$ cat config.mk
export PLATFORM = sky130hd
export DESIGN_NAME = sub_pixel_edge_gen
export DESIGN_NICKNAME = d
export VERILOG_FILES = /design/src/rtl/spe_pkg.sv /design/src/rtl/spe_phase_seq.sv /design/src/rtl/spe_edge_decode.sv /design/src/rtl/spe_window.sv /design/src/rtl/sub_pixel_edge_gen.sv
export SDC_FILE = /design/constraint.sdc
export NUM_CORES = 1
export LEC_CHECK = 0
export ABC_AREA = 1
export ABC_CLOCK_PERIOD_IN_PS = 2700
export BUFFER_PORTS_ARGS = -buffer_cell sky130_fd_sc_hd__buf_2
export CAP_MARGIN = 20
export CORE_UTILIZATION = 60
export CTS_BUF_LIST = sky130_fd_sc_hd__clkbuf_4 sky130_fd_sc_hd__clkbuf_8
export CTS_CLUSTER_SIZE = 14
export DETAILED_ROUTE_END_ITERATION = 16
export HOLD_SLACK_MARGIN = 0.08
export PLACE_DENSITY_LB_ADDON = 0.25
export SETUP_SLACK_MARGIN = 0.2
export SYNTH_ARGS = -nofsm -noshare
export SYNTH_HDL_FRONTEND = slang
export SYNTH_SLANG_ARGS = --single-unit
$ cat constraint.sdc
create_clock -name clk -period 2.7 [get_ports clk]
set_clock_uncertainty 0.1 [all_clocks]
set_input_delay 0.135 -clock clk [delete_from_list [all_inputs] [get_ports clk]]
set_output_delay 0.135 -clock clk [all_outputs]
set_load 0.02 [all_outputs]
$ cat src/rtl/spe_pkg.sv
package spe_pkg;

    // Slot numbers of the edge words inside the decoded edge array
    localparam int IX_RG_R = 0;
    localparam int IX_RG_F = 1;
    localparam int IX_H1_R = 2;
    localparam int IX_H1_F = 3;
    localparam int IX_H3_R = 4;
    localparam int IX_H3_F = 5;
    localparam int IX_SA   = 6;
    localparam int IX_SB   = 7;
    localparam int IX_DP   = 8;
    localparam int NEDGE   = 9;
    localparam int NCHAN   = 3;

    typedef enum logic {
        PS_PRIME,
        PS_RUN
    } phase_state_e;

    // Power-on position of each edge slot, as a fraction of the period
    function automatic int dflt_pos(input int slot, input int npos);
        case (slot)
            IX_RG_F:          return npos / 4;
            IX_H1_F, IX_H3_F: return npos / 2;
            IX_SA:            return (npos * 7) / 12;
            default:          return 0;
        endcase
    endfunction

endpackage

$ cat src/rtl/spe_phase_seq.sv
module spe_phase_seq
    import spe_pkg::*;
#(
    parameter int NPOS = 48,
    parameter int PW   = $clog2(NPOS)
)(
    input  logic          clk,
    input  logic          rst_n,
    output logic [PW-1:0] phase,
    output logic          run,
    output logic          load
);

    localparam logic [PW-1:0] LAST = PW'(NPOS - 1);

    phase_state_e state_q, state_d;

    always_ff @(posedge clk or negedge rst_n) begin
        if (!rst_n) begin
            state_q <= PS_PRIME;
        end else begin
            state_q <= state_d;
        end
    end

    always_comb begin
        state_d = state_q;
        run     = 1'b0;
        load    = 1'b0;
        unique case (state_q)
            PS_PRIME: begin
                load    = 1'b1;
                state_d = PS_RUN;
            end
            PS_RUN: begin
                run  = 1'b1;
                load = (phase == LAST);
            end
            default: state_d = PS_PRIME;
        endcase
    end

    always_ff @(posedge clk or negedge rst_n) begin
        if (!rst_n) begin
            phase <= '0;
        end else if (run) begin
            phase <= (phase == LAST) ? '0 : phase + 1'b1;
        end
    end

    a_r1_phase_range: assert property (@(posedge clk) disable iff (!rst_n)
        int'(phase) < NPOS);

    a_r1_phase_wrap: assert property (@(posedge clk) disable iff (!rst_n)
        (run && phase == LAST) |=> (phase == '0));

    a_r1_phase_step: assert property (@(posedge clk) disable iff (!rst_n)
        (run && phase != LAST) |=> (phase == $past(phase) + 1'b1));

    a_r7_prime_once: assert property (@(posedge clk) disable iff (!rst_n)
        run |=> run);

endmodule

$ cat src/rtl/spe_edge_decode.sv
module spe_edge_decode #(
    parameter int QSZ = 12,
    parameter int EW  = 6,
    parameter int PW  = 6
)(
    input  logic [EW-1:0] raw,
    output logic [PW-1:0] pos,
    output logic          bad
);

    localparam int OW = EW - 2;

    logic [OW-1:0] off;

    assign bad = (raw[OW-1:0] > OW'(QSZ - 1));
    assign off = bad ? OW'(QSZ - 1) : raw[OW-1:0];
    assign pos = PW'(raw[EW-1:OW]) * PW'(QSZ) + PW'(off);

endmodule

$ cat src/rtl/spe_window.sv
module spe_window #(
    parameter int PW = 6
)(
    input  logic [PW-1:0] phase,
    input  logic [PW-1:0] rise,
    input  logic [PW-1:0] fall,
    input  logic          inv,
    output logic          lvl
);

    logic base;

    always_comb begin
        if (rise < fall) begin
            base = (phase >= rise) && (phase < fall);
        end else if (rise > fall) begin
            base = (phase >= rise) || (phase < fall);
        end else begin
            base = 1'b0;
        end
        lvl = base ^ inv;
    end

endmodule

$ cat src/rtl/sub_pixel_edge_gen.sv
module sub_pixel_edge_gen
    import spe_pkg::*;
#(
    parameter int QSZ      = 12,
    parameter int EW       = 6,
    parameter int PIPE_PIX = 3
)(
    input  logic                       clk,
    input  logic                       rst_n,
    input  logic [EW-1:0]              cfg_rg_rise,
    input  logic [EW-1:0]              cfg_rg_fall,
    input  logic                       cfg_rg_inv,
    input  logic [EW-1:0]              cfg_h1_rise,
    input  logic [EW-1:0]              cfg_h1_fall,
    input  logic                       cfg_h1_inv,
    input  logic [EW-1:0]              cfg_h3_rise,
    input  logic [EW-1:0]              cfg_h3_fall,
    input  logic                       cfg_h3_inv,
    input  logic [EW-1:0]              cfg_samp_a,
    input  logic [EW-1:0]              cfg_samp_b,
    input  logic [EW-1:0]              cfg_data_phase,
    input  logic                       cfg_dclk_fixed,
    input  logic                       cfg_blank_mask,
    input  logic                       blank_in,
    output logic [$clog2(4*QSZ)-1:0]   pix_phase,
    output logic                       rg_o,
    output logic                       h1_o,
    output logic                       h2_o,
    output logic                       h3_o,
    output logic                       h4_o,
    output logic                       samp_a_stb,
    output logic                       samp_b_stb,
    output logic                       dclk_o,
    output logic                       data_rdy,
    output logic                       cfg_err
);

    localparam int NPOS = 4 * QSZ;
    localparam int PW   = $clog2(NPOS);
    localparam int HALF = NPOS / 2;

    // ---------------- phase sequencer ----------------
    logic [PW-1:0] phase;
    logic          run;
    logic          load;

    spe_phase_seq #(.NPOS(NPOS), .PW(PW)) u_seq (
        .clk   (clk),
        .rst_n (rst_n),
        .phase (phase),
        .run   (run),
        .load  (load)
    );

    assign pix_phase = phase;

    // ---------------- live decode ----------------
    logic [EW-1:0] raw_e    [NEDGE];
    logic [PW-1:0] pos_live [NEDGE];
    logic          bad_live [NEDGE];
    logic          any_bad;

    assign raw_e[IX_RG_R] = cfg_rg_rise;
    assign raw_e[IX_RG_F] = cfg_rg_fall;
    assign raw_e[IX_H1_R] = cfg_h1_rise;
    assign raw_e[IX_H1_F] = cfg_h1_fall;
    assign raw_e[IX_H3_R] = cfg_h3_rise;
    assign raw_e[IX_H3_F] = cfg_h3_fall;
    assign raw_e[IX_SA]   = cfg_samp_a;
    assign raw_e[IX_SB]   = cfg_samp_b;
    assign raw_e[IX_DP]   = cfg_data_phase;

    for (genvar e = 0; e < NEDGE; e++) begin : g_dec
        spe_edge_decode #(.QSZ(QSZ), .EW(EW), .PW(PW)) u_dec (
            .raw (raw_e[e]),
            .pos (pos_live[e]),
            .bad (bad_live[e])
        );

        a_r2_pos_range: assert property (@(posedge clk) disable iff (!rst_n)
            int'(pos_live[e]) < NPOS);
    end

    always_comb begin
        any_bad = 1'b0;
        for (int e = 0; e < NEDGE; e++) begin
            any_bad = any_bad | bad_live[e];
        end
    end

    // ---------------- shadow registers ----------------
    logic [PW-1:0] pos_sh [NEDGE];
    logic          inv_sh [NCHAN];
    logic          mask_sh;
    logic          fixed_sh;
    logic          err_q;

    always_ff @(posedge clk or negedge rst_n) begin
        if (!rst_n) begin
            for (int e = 0; e < NEDGE; e++) begin
                pos_sh[e] <= PW'(dflt_pos(e, NPOS));
            end
            for (int c = 0; c < NCHAN; c++) begin
                inv_sh[c] <= 1'b0;
            end
            mask_sh  <= 1'b0;
            fixed_sh <= 1'b0;
            err_q    <= 1'b0;
        end else if (load) begin
            for (int e = 0; e < NEDGE; e++) begin
                pos_sh[e] <= pos_live[e];
            end
            inv_sh[0] <= cfg_rg_inv;
            inv_sh[1] <= cfg_h1_inv;
            inv_sh[2] <= cfg_h3_inv;
            mask_sh   <= cfg_blank_mask;
            fixed_sh  <= cfg_dclk_fixed;
            err_q     <= err_q | any_bad;
        end
    end

    assign cfg_err = err_q;

    // ---------------- pulse windows ----------------
    logic [PW-1:0] win_rise [NCHAN];
    logic [PW-1:0] win_fall [NCHAN];
    logic          win_lvl  [NCHAN];

    assign win_rise[0] = pos_sh[IX_RG_R];
    assign win_fall[0] = pos_sh[IX_RG_F];
    assign win_rise[1] = pos_sh[IX_H1_R];
    assign win_fall[1] = pos_sh[IX_H1_F];
    assign win_rise[2] = pos_sh[IX_H3_R];
    assign win_fall[2] = pos_sh[IX_H3_F];

    for (genvar c = 0; c < NCHAN; c++) begin : g_win
        spe_window #(.PW(PW)) u_win (
            .phase (phase),
            .rise  (win_rise[c]),
            .fall  (win_fall[c]),
            .inv   (inv_sh[c]),
            .lvl   (win_lvl[c])
        );
    end

    // data clock: 24 positions from the data phase, or pinned
    logic [PW-1:0] dclk_rise, dclk_fall;
    logic          dclk_lvl;

    always_comb begin
        if (fixed_sh) begin
            dclk_rise = PW'(HALF);
            dclk_fall = '0;
        end else begin
            dclk_rise = pos_sh[IX_DP];
            dclk_fall = (int'(pos_sh[IX_DP]) >= HALF) ? pos_sh[IX_DP] - PW'(HALF)
                                                      : pos_sh[IX_DP] + PW'(HALF);
        end
    end

    spe_window #(.PW(PW)) u_dclk (
        .phase (phase),
        .rise  (dclk_rise),
        .fall  (dclk_fall),
        .inv   (1'b0),
        .lvl   (dclk_lvl)
    );

    // ---------------- sample / data pipeline ----------------
    logic                data_evt, samp_now, park;
    logic                seen_q;
    logic [PIPE_PIX-1:0] pipe_q, pipe_nxt;

    assign data_evt = (phase == pos_sh[IX_DP]);
    assign samp_now = (phase == pos_sh[IX_SB]);
    assign park     = blank_in && mask_sh;

    always_comb begin
        pipe_nxt[0] = seen_q | samp_now;
        for (int k = 1; k < PIPE_PIX; k++) begin
            pipe_nxt[k] = pipe_q[k-1];
        end
    end

    // ---------------- registered outputs ----------------
    logic rg_q, h1_q, h3_q, sa_q, sb_q, dclk_q, rdy_q;

    always_ff @(posedge clk or negedge rst_n) begin
        if (!rst_n) begin
            rg_q   <= 1'b0;
            h1_q   <= 1'b0;
            h3_q   <= 1'b0;
            sa_q   <= 1'b0;
            sb_q   <= 1'b0;
            dclk_q <= 1'b0;
            rdy_q  <= 1'b0;
            seen_q <= 1'b0;
            pipe_q <= '0;
        end else if (run) begin
            rg_q   <= win_lvl[0];
            h1_q   <= park ? 1'b0 : win_lvl[1];
            h3_q   <= park ? 1'b0 : win_lvl[2];
            sa_q   <= (phase == pos_sh[IX_SA]);
            sb_q   <= samp_now;
            dclk_q <= dclk_lvl;
            if (data_evt) begin
                rdy_q  <= pipe_q[PIPE_PIX-1];
                pipe_q <= pipe_nxt;
                seen_q <= 1'b0;
            end else begin
                rdy_q  <= 1'b0;
                seen_q <= seen_q | samp_now;
            end
        end
    end

    assign rg_o       = rg_q;
    assign h1_o       = h1_q;
    assign h2_o       = ~h1_q;
    assign h3_o       = h3_q;
    assign h4_o       = ~h3_q;
    assign samp_a_stb = sa_q;
    assign samp_b_stb = sb_q;
    assign dclk_o     = dclk_q;
    assign data_rdy   = rdy_q;

    // ---------------- assertions ----------------
    a_r3_err_sticky: assert property (@(posedge clk) disable iff (!rst_n)
        cfg_err |=> cfg_err);

    a_r8_samp_a_single: assert property (@(posedge clk) disable iff (!rst_n)
        samp_a_stb |=> !samp_a_stb);

    a_r8_samp_b_single: assert property (@(posedge clk) disable iff (!rst_n)
        samp_b_stb |=> !samp_b_stb);

    a_r10_blank_park: assert property (@(posedge clk) disable iff (!rst_n)
        (run && blank_in && mask_sh) |=> (!h1_o && !h3_o && h2_o && h4_o));

    a_r11_rdy_at_data_phase: assert property (@(posedge clk) disable iff (!rst_n)
        data_rdy |-> ($past(pix_phase) == $past(pos_sh[IX_DP])));

endmodule

==> qor.txt, run 1 <==
Max clock buf depth: 2
Adder-cell share of the synthesized area: 0.224
Comb power frac: 0.474
Post-Syn Instances: 831
Post-synth design cell area: 0.00645 mm2
Critical path endpoint: dclk_o
Mean routed wirelength per cell: 13.5 um
Register area: 0.00196 mm2
Worst path cell trace: inv_1, ha_1, or2_2, nand3_1, ha_1, nand2_1, nor2_1, a211oi_2, nor2_1, o21ai_0, nand2_1
Nets: 1106
Crit path buf inv count: 1
Period utilization: 0.850
Max incr delay on CP: 0.50 ns
Clock Latency Late Sink: 0.35 ns
DPL Wire Length: 10.9 mm
Hold path depth: 4
Slew Viols, Final: 0
Layout cell share with drive strength beyond 1: 0.165
Vias in the first global route: 5690
CTS tree: yes
Core Box Area: 0.0104 mm2
Avg Cell Area, Syn: 7.76 um2
Number of remaining DRC errors: 0
Die H: 106 um
Top cells by area, synth: dfrtp_1 27%, ha_1 20%, nand2_1 13%
Delay-heaviest family, CP: simple AND/OR/NAND/NOR gates
CP arrival: 2.44 ns
Crit Path Category: reg2reg
Outcome: finished, final reports clean
H-tree depth: 3
Fill cells: 810
GRT Total Usage: 0.277
Mux cell area share after synthesis: 0
Pin count of the biggest net entering global routing: 79
M3 GR Usage: 0.0600
Final core occ: 0.722
CP Launch Point: pos_sh[4]
CP Max Fanout: 7
Starting DRT DRC Count: 255
Final Hold Viols: 0
Synth Area in XOR/XNOR: 0.0448
Power Internal: 3.05 mW
Die Area: 0.0112 mm2
Slew headroom: 0.536
IO Count: 78
Post-CTS setup buffer count: 0
Slowest-stage cell, CP: dfrtp_1
R2R Path End: dclk_o
Overflow left after global routing: 0
Worst vdd ir: 0.450 mV
Synth area leader: dfrtp_1
Routed vias: 5574
Antenna Cells: 0
Multi-input gate area: 0.00369 mm2
Worst path depth: 11
Synth Warn #: 0
GR Layer Usage met1: 0.322
RSZ-0062 raised after global routing: false
Count of different cell masters after synthesis: 39
Syn Nets: 1003
Final setup viols: 0
CP Capture Type: flip-flop
Via-to-Cell Ratio: 5.19
Clk sinks: 78
Drt first pass iters: 4
Required time worst endpoint: 2.84 ns
Busiest grt layer: met2
Critical path startpoint category: flip-flop
IO Port Bufs: 77
Met2 global-route usage: 0.504
Reg power frac: 0.319
Initial antenna violation count: 0
ANT nets after route: 0
Clk pwr share: 0.207
Reg2reg path depth: 11
Clock transition at path regs: 0.09 ns
R2r setup slk: 0.40 ns
Seq/Total Area, Yosys: 0.304
Max-cap violations: 0
Worst-margin pin slew: 0.696 ns
FF+latch count, synth: 78
Simple logic cell fraction of the synthesized area: 0.200
Post-synthesis compound-gate area fraction: 0.101
Drt total wl: 14.5 mm
Switching portion of total power: 0.421
First-pass GRT wire length: 24.7 mm
Routability Congestion: 0.875
Power Dens Cells: 704 mW/mm2
Top cell type's share of synthesized area: 0.268
Largest family of logic cells by synthesized area: adder cells
Worst reg2reg path startpoint: pos_sh[4]
Die Wd: 106 um
Achievable frequency: 435 MHz
Initial Util: 0.622
P&R area growth vs syn: 16.1%
Num rows: 37
Sw power: 2.22 mW
Min cycle time layout: 2.30 ns
Leak: 4.21 nW
Root buf cell: clkbuf_8
Hold Crit Class: in2reg
CTS Buf Count: 9
Setup TNS: 0 ns
-- placed cells by master (no fill, tap or decap), drive strengths merged, types with 16 or more instances in the layout --
master	n
o21ai	80
buf	85
xor2	17
dfrtp	69
xnor2	16
nor2	46
a21oi	25
nand2	225
ha	101
inv	164
nand3	23
dlygate4sd3	33
-- sequential cells by signal (all words and copies together) (netlist names) --
name,count
pipe_q,3
mask_sh,1
fixed_sh,1
samp_b_stb,1
cfg_err,1
rg_o,1
h3_o,1
u_seq.state_q,1
dclk_o,1
data_rdy,1
h1_o,1
seen_q,1
pos_sh,54
samp_a_stb,1
u_seq.phase,6
inv_sh,3
-- what timing repair did --
action | CTS | global route
endpoints found under the hold margin | 100 | 6
setup endpoints to repair | 0 | 1
gates resized for setup | 0 | 2
hold buffers | 32 | 1
-- Yosys cell counts (all sizes together) --
cell,number
nor3b,1
or2,1
xnor2,16
fa,9
inv,164
ha,101
and3,3
buf,16
o211ai,1
xor2,17
nand4,4
nor3,3
nor2,46
a21oi,25
dfstp,9
o21bai,3
nand2,225
dfrtp,69
clkbuf,10
o2111ai,1
nand3,23
a211oi,1
o21ai,80
nor4,2
conb,1
-- per-stage QoR --
stage / std cells / total power [mW] / area, um2 / setup slack, ns / hold slack, ns
2_1_floorplan: 831 / 3.45 / 6450 / 0.567 / -0.261
3_3_place_gp: 1025 / 3.95 / 6870 / 0.484 / 0.245
3_5_place_dp: 1025 / 4.12 / 6870 / 0.346 / 0.262
4_1_cts: 1073 / 5.27 / 7440 / 0.342 / 0.0875
5_1_grt: 1075 / 5.77 / 7490 / 0.229 / 0.106
6_report: 1075 / 5.28 / 7490 / 0.404 / 0.0956
-- worst min-delay path by stage --
stage | end | startpoint | slack (ns)
6_report | pos_sh[8] | cfg_samp_b[4] | 0.1
5_1_grt | pos_sh[8] | cfg_samp_b[4] | 0.11
4_1_cts | pos_sh[8] | cfg_samp_b[4] | 0.09
3_5_place_dp | fixed_sh | cfg_dclk_fixed | 0.26
3_3_place_gp | fixed_sh | cfg_dclk_fixed | 0.24
2_1_floorplan | cfg_err | rst_n | -0.26
-- final cells by class --
type	instances	area share
multi-input combinational	563	0.492
sequential	78	0.262
timing repair buffer	118	0.107
inverter	164	0.0825
tap	136	0.0227
clock buffer	11	0.0194
clock inverter	5	0.0142
-- per-layer routing --
layer,wire length [um],up-vias
met5,0,-
met4,295,0
met3,724,35
met2,7390,147
met1,6100,2604
li1,-,2788
-- logic make-up after synthesis --
logic type | count (synthesis)
flip-flops | 78
AO/OA/AOI/OAI | 111
adder cells (fa/ha/maj) | 110
XOR/XNOR | 33
other | 1
buffers and inverters | 190
AND/OR/NAND/NOR | 308
-- power by group through the flow --
stage               registers (mW)  logic [mW]  clock network, mW
finish                        1.68        2.50               1.09
global route                  1.71        2.91               1.15
CTS                           1.68        2.49               1.10
detailed placement            1.70        2.43                  0
global placement              1.68        2.27                  0
floorplan                     1.68        1.77                  0
-- worst register-to-register path, delay by kind of cell, from the launching register on --
family | cells | cell delay [ns]
AOI/OAI and AO/OA | 2 | 0.34
buffers and inverters | 1 | 0.08
adders and majority gates | 2 | 0.52
DFF | 1 | 0.50
and+or+nand+nor | 6 | 0.66
(Power assumes the default switching activity.)
==> run 2: changes to the inputs <==
--- a/config.mk
+++ b/config.mk
@@ -7,8 +7,9 @@
 export LEC_CHECK = 0
 export ABC_AREA = 1
 export ABC_CLOCK_PERIOD_IN_PS = 2700
-export BUFFER_PORTS_ARGS = -buffer_cell sky130_fd_sc_hd__buf_2
+export BUFFER_PORTS_ARGS = -buffer_cell sky130_fd_sc_hd__clkbuf_2
 export CAP_MARGIN = 20
+export CORE_ASPECT_RATIO = 1.4
 export CORE_UTILIZATION = 60
 export CTS_BUF_LIST = sky130_fd_sc_hd__clkbuf_4 sky130_fd_sc_hd__clkbuf_8
 export CTS_CLUSTER_SIZE = 14
==> run 2 against run 1 <==
  * Maximum frequency shrank 2.2%
  * Die area is essentially flat
  * Register-to-register slack lost 0.05 ns
  * Clock power shrank 9.7%
  * Cell area shrank 0.12%
  * Critical path depth is the same
  * Highest routed layer unchanged
==> qor.txt, run 2 (same netlist as run 1, synthesis figures left out) <==
Critical path startpoint category: flip-flop
Initial Util: 0.620 (-0.00209)
Power Internal: 2.95 mW (-3.5%)
Achievable frequency: 426 MHz (-2.2%)
CP arrival: 2.50 ns (+0.06 ns)
Register with the most flip-flops: pos_sh
Num rows: 44 (+19%)
CTS Buf Count: 9 (unchanged)
Starting DRT DRC Count: 176 (-31%)
CTS tree: yes
GRT Total Usage: 0.277 (+0.000695)
Clk pwr share: 0.191 (-0.016)
Power Dens Cells: 688 mW/mm2 (-2.4%)
Period utilization: 0.870 (+0.0193)
Outcome: finished, final reports clean
CP Max Fanout: 6 (-1)
Nets: 1111 (+0.45%)
Leak: 4.22 nW (+0.29%)
Detail Route met2 WL: 7.79 mm (+5.4%)
Routed vias: 5559 (-0.27%)
Initial antenna violation count: 0 (unchanged)
Pwr Total: 5.15 mW (-2.5%)
Routability Congestion: 0.866 (-1.0%)
Reg power frac: 0.312 (-0.007)
Clock Latency Late Sink: 0.36 ns (about the same)
Crit Path Category: reg2reg
Worst vdd ir: 0.355 mV (-21%)
Fill cells: 835 (+3.1%)
P&R area growth vs syn: 16.0%
Slew Viols, Final: 0 (unchanged)
Final Hold Viols: 0 (unchanged)
Min cycle time layout: 2.35 ns (+0.0520 ns)
Die Wd: 89.6 um (-15%)
Clock transition at path regs: 0.08 ns (about the same)
Worst-margin pin slew: 1.01 ns (+0.312 ns)
Final setup viols: 0 (unchanged)
Clk sinks: 78 (unchanged)
Required time worst endpoint: 2.85 ns (about the same)
Commonest non-fill, non-tap cell in the layout: nand2_1
First-pass GRT wire length: 23.9 mm (-3.1%)
Drt first pass iters: 4 (unchanged)
Max-cap violations: 0 (unchanged)
Hold Crit Class: in2reg
Comb power frac: 0.497 (+0.023)
DPL Wire Length: 10.6 mm (-2.4%)
Pin count of the biggest net entering global routing: 79 (unchanged)
IO Count: 78 (unchanged)
Overflow left after global routing: 0 (unchanged)
Vias in the first global route: 5648 (-0.74%)
Largest registers: pos_sh: 54 flops, u_seq.phase: 6 flops
CP Capture Type: flip-flop
RSZ-0062 raised after global routing: false
Core Box Area: 0.0104 mm2 (+0.34%)
Slew headroom: 0.328 (-0.208)
Final Instance Count excl. Fillers: 1082 (+0.65%)
H-tree depth: 3 (unchanged)
ANT nets after route: 0 (unchanged)
Max reg flops: 54 (unchanged)
Antenna Cells: 0 (unchanged)
IO Port Bufs: 77 (unchanged)
Die Area: 0.0112 mm2 (about the same)
Layout cell share with drive strength beyond 1: 0.164 (-0.000874)
Sw power: 2.20 mW (-1.1%)
Setup TNS: 0 ns (unchanged)
Drt total wl: 14.3 mm (-1.3%)
Max clock buf depth: 2 (unchanged)
Placed insts: 1029 (+0.39%)
M1 WL: 5.69 mm (-6.7%)
Most frequent cells in the layout: 219 x nand2_1, 158 x inv_1, 101 x ha_1, 76 x clkbuf_2, 68 x dfrtp_1
Number of remaining DRC errors: 0 (unchanged)
Mean routed wirelength per cell: 13.2 um (-1.9%)
DR top layer: met4
Root buf cell: clkbuf_8
Met3 wire length: 504 um (-30%)
Die H: 125 um (+18%)
Via-to-Cell Ratio: 5.14 (-0.91%)
Switching portion of total power: 0.427 (+0.00608)
==> run 2: cell count changes in the layout (fill, tap and decap cells not counted), sizes merged <==
cell | before | now
bufinv | 3 | 2
clkbuf | 11 | 86
clkinv | 1 | 3
dlygate4sd3 | 33 | 37
buf | 85 | 10
==> run 2: repair_timing <==
item | 4_1_cts | 5_1_grt
setup buffers | 0 | 0
hold endpoints to repair | 103 | 0
gates resized for setup | 0 | 1
setup endpoints to repair | 0 | 1
hold buffers | 37 | 0
==> run 2: metal layers <==
| layer | up-vias | track usage |
|---|---|---|
| li1 | 2795 | - |
| met1 | 2628 | 0.303 |
| met2 | 110 | 0.513 |
| met3 | 26 | 0.0404 |
| met4 | 0 | 0.112 |
| met5 | - | 0 |
==> run 2: final timing paths <==
| check | slack (ns) | depth (start not counted) | from | endpoint |
|---|---|---|---|---|
| min in group asynchronous | 0.34 | 2 | rst_n | pos_sh[53] |
| worst max register to register | 0.35 | 11 | pos_sh[3] | dclk_o |
| worst min-delay path | 0.1 | 5 | cfg_h3_rise[3] | pos_sh[24] |
| worst max-delay path | 0.35 | 11 | pos_sh[3] | dclk_o |
| max in group asynchronous | 1.41 | 2 | rst_n | pos_sh[4] |
| worst min register to register | 0.38 | 2 | pos_sh[45] | pos_sh[45] |
==> run 2: cell type report <==
| cell class | instances | area, um2 | area share |
|---|---|---|---|
| clock buffer | 10 | 131 | 0.0176 |
| clock inverter | 6 | 86.3 | 0.0115 |
| inverter | 164 | 618 | 0.0826 |
| multi-input combinational | 563 | 3680 | 0.492 |
| sequential | 78 | 1960 | 0.263 |
| tap | 138 | 173 | 0.0231 |
| timing repair buffer | 123 | 826 | 0.110 |
==> run 2: critical path, stage by stage (launching register included) <==
cell,delay (ns)
dfrtp_1,0.44
inv_1,0.10
ha_1,0.32
or2_2,0.30
nand3_1,0.10
ha_1,0.24
nand2_1,0.06
nor2_1,0.04
a211oi_1,0.24
nor2_1,0.08
o21ai_0,0.15
nand2_1,0.07
==> run 2: per-stage QoR <==
step,util,setup WS [ns],hold WS [ns],instance area (um2)
6_report,0.719,0.352,0.0958,7480
5_1_grt,0.719,0.200,0.116,7480
4_1_cts,0.719,0.323,0.0868,7480
3_5_place_dp,0.662,0.351,0.258,6890
3_3_place_gp,0.662,0.460,0.233,6890
2_1_floorplan,-,0.567,-0.261,6450
==> run 2: power by group through the flow <==
stage | combinational, mW | sequential [mW] | clock, mW
floorplan | 1.77 | 1.68 | 0
global placement | 2.38 | 1.62 | 0
detailed placement | 2.51 | 1.63 | 0
CTS | 2.57 | 1.61 | 0.999
global route | 2.94 | 1.63 | 1.05
finish | 2.56 | 1.60 | 0.984
